## config.mk

```make
export PLATFORM = sky130hd
export DESIGN_NAME = rst_timeout_seq
export DESIGN_NICKNAME = d
export VERILOG_FILES = /design/src/rtl/rts_pkg.sv /design/src/rtl/rts_sync.sv /design/src/rtl/rts_count.sv /design/src/rtl/rts_fsm.sv /design/src/rtl/rst_timeout_seq.sv
export SDC_FILE = /design/constraint.sdc
export NUM_CORES = 1
export LEC_CHECK = 0
export BUFFER_PORTS_ARGS = -buffer_cell sky130_fd_sc_hd__buf_2
export CELL_PAD_IN_SITES_DETAIL_PLACEMENT = 0
export CELL_PAD_IN_SITES_GLOBAL_PLACEMENT = 1
export CORE_ASPECT_RATIO = 0.7
export CORE_UTILIZATION = 42
export DETAILED_ROUTE_END_ITERATION = 16
export MAX_ROUTING_LAYER = met4
export PLACE_DENSITY = 0.76
export SLEW_MARGIN = 10
export SYNTH_ARGS = -nofsm -noshare
export SYNTH_HDL_FRONTEND = slang
export SYNTH_SLANG_ARGS = --single-unit
```

## constraint.sdc

```tcl
create_clock -name clk -period 1.4 [get_ports clk]
set_input_delay 0.07 -clock clk [delete_from_list [all_inputs] [get_ports clk]]
set_output_delay 0.07 -clock clk [all_outputs]
set_load 0.005 [all_outputs]
```

## src/rtl/rts_pkg.sv

```systemverilog
package rts_pkg;

    typedef enum logic [1:0] {
        ST_HOLD = 2'd0,
        ST_PWRT = 2'd1,
        ST_OST  = 2'd2,
        ST_RUN  = 2'd3
    } rts_state_e;

endpackage

```

## src/rtl/rts_sync.sv

```systemverilog
module rts_sync #(
    parameter int STAGES = 2
) (
    input  logic clk,
    input  logic arst,
    input  logic d,
    output logic q
);
    logic [STAGES-1:0] sh;

    always_ff @(posedge clk or posedge arst) begin
        if (arst) sh[0] <= 1'b0;
        else      sh[0] <= d;
    end

    for (genvar i = 1; i < STAGES; i++) begin : g_stage
        always_ff @(posedge clk or posedge arst) begin
            if (arst) sh[i] <= 1'b0;
            else      sh[i] <= sh[i-1];
        end
    end

    assign q = sh[STAGES-1];
endmodule

```

## src/rtl/rts_count.sv

```systemverilog
module rts_count #(
    parameter int LEN = 1024
) (
    input  logic clk,
    input  logic arst,
    input  logic run,
    output logic expired
);
    localparam int W = (LEN > 1) ? $clog2(LEN) : 1;
    localparam logic [W-1:0] LAST = W'(LEN - 1);

    logic [W-1:0] cnt;

    // Expiry is flagged in the last counted cycle, so a stage of LEN
    // clocks ends on its LEN-th edge.
    assign expired = run && (cnt == LAST);

    always_ff @(posedge clk or posedge arst) begin
        if (arst)                 cnt <= '0;
        else if (!run || expired) cnt <= '0;
        else                      cnt <= cnt + 1'b1;
    end
endmodule

```

## src/rtl/rts_fsm.sv

```systemverilog
module rts_fsm
    import rts_pkg::*;
(
    input  logic       clk,
    input  logic       arst,
    input  logic       bod_evt,
    input  logic       wake_evt,
    input  logic       pwrt_en,
    input  logic       osc_xtal,
    input  logic       pwrt_done,
    input  logic       ost_done,
    output rts_state_e state,
    output logic       pwrt_run,
    output logic       ost_run,
    output logic       seq_done
);
    rts_state_e nxt;

    // Stage that follows the power-up stage, or replaces it when skipped.
    function automatic rts_state_e after_pwrt(input logic xtal);
        return xtal ? ST_OST : ST_RUN;
    endfunction

    always_comb begin
        nxt = state;
        unique case (state)
            ST_HOLD: nxt = pwrt_en ? ST_PWRT : after_pwrt(osc_xtal);
            ST_PWRT: if (pwrt_done) nxt = after_pwrt(osc_xtal);
            ST_OST:  if (ost_done) nxt = ST_RUN;
            ST_RUN:  if (wake_evt && osc_xtal) nxt = ST_OST;
            default: nxt = ST_HOLD;
        endcase
        if (bod_evt) nxt = ST_HOLD;
    end

    always_ff @(posedge clk or posedge arst) begin
        if (arst) state <= ST_HOLD;
        else      state <= nxt;
    end

    always_comb begin
        pwrt_run = (state == ST_PWRT);
        ost_run  = (state == ST_OST);
        seq_done = (state == ST_RUN);
    end
endmodule

```

## src/rtl/rst_timeout_seq.sv

```systemverilog
module rst_timeout_seq
    import rts_pkg::*;
#(
    parameter int PWRT_LEN    = 2048,
    parameter int OST_LEN     = 1024,
    parameter int SYNC_STAGES = 2
) (
    input  logic clk,
    input  logic por_pulse,
    input  logic bod_evt,
    input  logic wake_evt,
    input  logic ext_rst_n,
    input  logic cfg_pwrt_en,
    input  logic cfg_osc_xtal,
    output logic core_rst
);
    rts_state_e state_q;
    logic pin_ok, pwrt_run, ost_run, pwrt_done, ost_done, seq_done;

    rts_sync #(.STAGES(SYNC_STAGES)) u_sync (
        .clk(clk), .arst(por_pulse), .d(ext_rst_n), .q(pin_ok)
    );

    rts_count #(.LEN(PWRT_LEN)) u_pwrt (
        .clk(clk), .arst(por_pulse), .run(pwrt_run), .expired(pwrt_done)
    );

    rts_count #(.LEN(OST_LEN)) u_ost (
        .clk(clk), .arst(por_pulse), .run(ost_run), .expired(ost_done)
    );

    rts_fsm u_fsm (
        .clk(clk), .arst(por_pulse), .bod_evt(bod_evt), .wake_evt(wake_evt),
        .pwrt_en(cfg_pwrt_en), .osc_xtal(cfg_osc_xtal),
        .pwrt_done(pwrt_done), .ost_done(ost_done),
        .state(state_q), .pwrt_run(pwrt_run), .ost_run(ost_run),
        .seq_done(seq_done)
    );

    assign core_rst = !seq_done || !pin_ok;
endmodule

```

==> run metrics, run 1 <==
status=completed; initial drt markers=20; placed cells=152; cts bufs inserted=3; Worst Slack Setup Final=between 0.06 and 0.07 ns; antenna-violating nets left=0; max-slew violations=0; max_slew headroom=0.784; layout cells sized above 1=0.315; cell area after synthesis=1200 um2; # IOs=8; Critical Path End Type=register; Final Cycle Share=0.956; hold_ws=0.151 ns; pre-CTS WS=0.00190 ns; root buf cell=clkbuf_8; Sink Count=25; GP Congestion=0.710; leakage=0.621 nW; Max Cap Viol=0; Vias/cell=between 4 and 5; synth top area cells=dfrtp_1 52%, nor2_4 7.5%, xor2_1 7.3%; Synth top area share=0.519; EDFF count, synth=0; Rows=15; Yosys top cell by area=dfrtp_1; CP Class=reg2reg; Synth Warn #=0; vias after detailed routing=776; initial core utilization=0.465; Port Buffers=7; # DRC=0; htree depth=1; DRT Pass-1 Iters=4; routed wire length=1920 um; peak supply drop=773 uV; pwr/cell area=930 nW/um2; CP max FO=5; die boundary width=66.0 um; Register Area=626 um2; Tmin final=1.34 ns; Top FF cell, synth=dfrtp_1; CTS clk-pin slew, worst paths=roughly 0.08 ns; first-pass GRT wire length=3370 um; Core ar.=between 2000 and 3000 um2; Syn Area/Cell=11.5 um2; area of the multi-input gates=546 um2; Die H=46.8 um; Syn Nets=roughly 110; HPWL after detailed placement=1310 um; sequential-to-total area share from yosys stat=0.519; fillcell total=between 200 and 250; metal3 WL=around 65 um; Syn Inst Count=105; post-synth cell types=25; drt wl/cell=11.7 um; Req. time, crit path=1.57 ns; P&R area growth vs syn=20.8%; initial antenna violation count=0; Critical Path AT=1.51 ns; Final Hold Vio Count=0; Final #Nets=between 100 and 150; Least-Margin Pin Slew=0.323 ns; Hold WC Path Type=in2reg; RSZ-0062 raised after global routing=no; Final Non-Filler Cells=about 160; startpoint types=register; Max clock buf depth=2; # diodes=0; Overflow after GRT=0; largest net degree at the start of global routing=26; met2 WL=840 um; setup_tns=0 ns; Clock Skew=0.00463 ns; die area=~3100 um2; DR top layer=met4; number of global-route vias before repair=767; Clock Latency Late Sink=approximately 0.26 ns; setup violators final=0; fmax=747 MHz; CTS tree=built; Seq cells post-synth=25; Post-synth ARST share=1.00; WL met1=998 um; all-layer global routing usage=0.156
registers in the layout, summed over array words and instances (netlist names):
register	count
u_pwrt.cnt	11
u_ost.cnt	10
u_fsm.state	2
u_sync.q	1
u_sync.sh	1
metrics by stage:
step	util	instance area, um2	total power, mW
3_5_place_dp	0.512	1330	0.934
2_1_floorplan	-	1210	0.880
4_1_cts	0.548	1420	1.36
3_3_place_gp	0.512	1330	0.932
5_1_grt	0.562	1460	1.42
6_report	0.562	1460	1.35
worst paths after layout:
kind	start	to	slack [ns]	cells after the start
setup / recovery	u_pwrt.cnt[0]	u_fsm.state[0]	0.06	4
hold / removal	cfg_pwrt_en	u_fsm.state[1]	0.15	3
setup reg to reg	u_pwrt.cnt[0]	u_fsm.state[0]	0.06	4
hold reg to reg	u_sync.sh[0]	u_sync.q	0.37	0
max in group asynchronous	por_pulse	u_pwrt.cnt[3]	0.76	4
min in group asynchronous	por_pulse	u_pwrt.cnt[8]	0.39	4
cells in the final DEF (no fill, tap or decap), drive strengths merged:
cell type / netlist / layout
a21oi: 1 / 1
a311oi: 1 / 1
a31o: 1 / 1
a31oi: 1 / 1
a41o: 1 / 1
and2: 3 / 3
and3: 1 / 1
and4: 3 / 3
buf: 2 / 19
clkbuf: 0 / 4
dfrtp: 25 / 25
dlygate4sd3: 0 / 4
ha: 2 / 2
inv: 5 / 5
nand2: 5 / 5
nand2b: 1 / 1
nand3: 6 / 6
nand4: 4 / 4
nor2: 24 / 24
nor3: 1 / 1
o21ai: 2 / 2
xnor2: 6 / 6
xor2: 10 / 10
cell usage after synthesis, types with 2 or more instances:
master,count
dfrtp_1,25
nand2_1,5
nor2_1,14
nor2_2,2
o21ai_0,2
and2_1,2
and4_1,3
nand4_1,4
nand3_1,6
ha_1,2
nor2_4,8
xor2_1,10
xnor2_1,6
inv_1,5
where the power goes:
group	switching [mW]	leakage, nW	internal (mW)	total [mW]
sequential	0.0162	0.340	0.743	0.759
combinational	0.0918	0.258	0.0832	0.175
clock	0.216	0.0228	0.203	0.419
cell type report:
cell class | count | area share
repair buffers | 23 | 0.122
clock buffers | 4 | 0.0310
multi-input cells | 73 | 0.375
flip-flops and latches | 25 | 0.430
inverters | 5 | 0.0129
well taps | 34 | 0.0292
critical path, cell delays in order (launching register included):
cell	delay, ns
dfrtp_1	0.39
ha_2	0.19
and3_4	0.20
a41o_4	0.24
a311oi_2	0.22
what timing repair did:
action / CTS / global route
hold buffers: 4 / 0
resized for setup: 1 / 4
endpoints found under the setup margin: 2 / 12
setup buffers: 0 / 4
pin swaps: 0 / 2
endpoints found under the hold margin: 27 / 0
kinds of logic after synthesis:
group                    synth area share
AO/OA/AOI/OAI                      0.0550
XOR/XNOR                            0.116
adder cells (fa/ha/maj)            0.0208
buffers and inverters              0.0415
flip-flops                          0.519
AND/OR/NAND/NOR                     0.247
routing by layer:
metal	vias up	global-route usage
met5	-	-
li1	399	-
met1	363	0.214
met4	0	0.0511
met2	12	0.218
met3	2	0.0510
Power figures use the tool's default switching activity.
==> run 2: changes to the inputs <==
--- a/config.mk
+++ b/config.mk
@@ -5,14 +5,16 @@
 export SDC_FILE = /design/constraint.sdc
 export NUM_CORES = 1
 export LEC_CHECK = 0
+export ABC_CLOCK_PERIOD_IN_PS = 1400
 export BUFFER_PORTS_ARGS = -buffer_cell sky130_fd_sc_hd__buf_2
 export CELL_PAD_IN_SITES_DETAIL_PLACEMENT = 0
 export CELL_PAD_IN_SITES_GLOBAL_PLACEMENT = 1
 export CORE_ASPECT_RATIO = 0.7
-export CORE_UTILIZATION = 42
+export CORE_UTILIZATION = 45
+export CTS_BUF_LIST = sky130_fd_sc_hd__clkbuf_4 sky130_fd_sc_hd__clkbuf_8
 export DETAILED_ROUTE_END_ITERATION = 16
 export MAX_ROUTING_LAYER = met4
-export PLACE_DENSITY = 0.76
+export PLACE_DENSITY = 0.8
 export SLEW_MARGIN = 10
 export SYNTH_ARGS = -nofsm -noshare
 export SYNTH_HDL_FRONTEND = slang
==> run 2 against run 1 <==
Via count fell by 1.0%. Core utilization rose by 0.96 points. Clock-buffer cell count fell by 1. Flip-flop and latch count did not move. Routed wire length fell by 6.6%. Maximum frequency fell by 1.5%. Sequential share of layout area rose by 0.87 points. First-iteration DRC count fell by 45%. Critical path type unchanged. Design area fell by 2.0%. Non-clock buffer count fell by 4. Register-to-register slack got worse by 0.02 ns.
==> run metrics, run 2 (synthesized netlist as in run 1, its figures left out) <==
Tmin final=1.36 ns (was 1.34 ns); hold wc startpoint=wake_evt (was cfg_pwrt_en); r2r startpoint=u_pwrt.cnt[1] (was u_pwrt.cnt[0]); FF-to-FF setup slack=0.04 ns (was 0.06 ns); Worst Setup SP=u_pwrt.cnt[1] (was u_pwrt.cnt[0]); Hold WC Path Type=in2reg (unchanged); CP Class=reg2reg (unchanged); fmax=736 MHz (was 747 MHz); max-slew violations=0 (unchanged); Final #Nets=136 (was 140); P&R area growth vs syn=18.4% (was 20.8%); antenna-violating nets left=0 (unchanged); HPWL after detailed placement=1270 um (was 1310 um); initial antenna violation count=0 (unchanged); pre-CTS WS=0.0180 ns (was 0.00190 ns); all-layer global routing usage=0.148 (was 0.156); Core ar.=2500 um2 (was 2590 um2); Critical Path End Type=register (unchanged); max reg flops=11 (unchanged); Clk pwr share=0.318 (was 0.310); Die H=45.3 um (was 46.8 um); Overflow after GRT=0 (unchanged); sw frac=0.249 (was 0.239); commonest non-fill, non-tap cell in the layout=dfrtp_1 (unchanged); GP Congestion=0.711 (was 0.710); startpoint types=register (unchanged); Sequential Power Share=0.560 (was 0.561); Gate power share=0.122 (was 0.129); Critical Path AT=1.57 ns (was 1.51 ns); initial core utilization=0.483 (was 0.465); peak supply drop=798 uV (was 773 uV); Req. time, crit path=1.61 ns (was 1.57 ns); first-pass GRT wire length=3030 um (was 3370 um); Int Power=1.02 mW (was 1.03 mW); # DRC=0 (unchanged); Final Hold Vio Count=0 (unchanged); status=completed (unchanged); hold_ws=0.137 ns (was 0.151 ns); most frequent cells in the layout=25 x dfrtp_1, 13 x nor2_1, 10 x xor2_1 (was 25 x dfrtp_1, 13 x nor2_1, 11 x buf_4); initial drt markers=11 (was 20); Final Cell Area=1430 um2 (was 1460 um2); DRT Pass-1 Iters=2 (was 4); max_slew headroom=0.794 (was 0.784); Sink Count=25 (unchanged); Max Cap Viol=0 (unchanged); layout cells sized above 1=0.294 (was 0.315); vias after detailed routing=768 (was 776); die area=2890 um2 (was 3090 um2); Port Buffers=7 (unchanged); Worst Slack Setup Final=0.0421 ns (was 0.0620 ns); CTS clk-pin slew, worst paths=0.09 ns (was 0.08 ns); Area after DPL=1320 um2 (was 1330 um2); Largest regs=u_pwrt.cnt (11), u_ost.cnt (10), u_fsm.state (2) (unchanged); number of global-route vias before repair=698 (was 767); Max clock buf depth=2 (unchanged); Clock Latency Late Sink=0.27 ns (was 0.26 ns); Clock Skew=0.00300 ns (was 0.00463 ns); htree depth=1 (unchanged); drt wl/cell=11.2 um (was 11.7 um); Largest Register=u_pwrt.cnt (unchanged); Psw=337 uW (was 324 uW); die boundary width=63.8 um (was 66.0 um); CP max FO=10 (was 5); pwr/cell area=950 nW/um2 (was 930 nW/um2); largest net degree at the start of global routing=26 (unchanged); setup violators final=0 (unchanged); Vias/cell=4.80 (was 4.73); Final Cycle Share=0.970 (was 0.956); Least-Margin Pin Slew=0.309 ns (was 0.323 ns); # diodes=0 (unchanged); Final Power=1.35 mW (about the same); setup_tns=0 ns (unchanged); Rows=15 (unchanged); leakage=0.605 nW (was 0.621 nW); cts bufs inserted=3 (unchanged); root buf cell=clkbuf_8 (unchanged); CTS tree=built (unchanged); routed wire length=1800 um (was 1920 um); # IOs=8 (unchanged)
-- run 2: routing by layer --
metal | routed length (um) | track usage
met5 | 0 | -
met4 | 14 | 0.0409
met3 | 59 | 0.0530
met2 | 741 | 0.213
met1 | 979 | 0.197
-- run 2: worst max-delay path, cell delays in order, from the launching register on --
cell and delay, ns:
dfrtp_1 0.40, ha_2 0.20, and3_4 0.20, a41o_4 0.24, buf_12 0.16, nor2_4 0.09
-- run 2: area by class of cell --
type / count / area (um2)
multi-input combinational: 73 / 546
clock buffer: 3 / 41.3
fill: 218 / 1070
inverter: 5 / 18.8
tap: 34 / 42.5
clock inverter: 1 / 5.00
sequential: 25 / 626
timing repair buffer: 19 / 148
-- run 2: repair_timing --
action / CTS / global route
buffers inserted: 0 / 1
setup endpoints to repair: 1 / 12
hold buffers: 4 / 0
hold endpoints to repair: 27 / 0
resized for setup: 1 / 2
pin swaps: 0 / 1
-- run 2: final timing paths --
| path | depth (start not counted) | end |
|---|---|---|
| hold reg to reg | 0 | u_sync.q |
| hold / removal | 4 | u_fsm.state[0] |
| max in group asynchronous | 4 | u_ost.cnt[7] |
| min in group asynchronous | 4 | u_pwrt.cnt[8] |
| setup / recovery | 5 | u_pwrt.cnt[4] |
| setup reg to reg | 5 | u_pwrt.cnt[4] |
-- run 2: power groups by stage --
stage	clock, mW	sequential [mW]	combinational [mW]
after global placement	0	0.773	0.152
after detailed placement	0	0.774	0.153
final	0.430	0.759	0.166
after floorplan	0	0.773	0.107
after CTS	0.444	0.759	0.165
after global routing	0.475	0.762	0.180
-- run 2: per-stage QoR --
stage	util	instances
6_report	0.571	160
5_1_grt	0.571	160
4_1_cts	0.566	159
3_5_place_dp	0.528	151
3_3_place_gp	0.528	151
2_1_floorplan	-	105
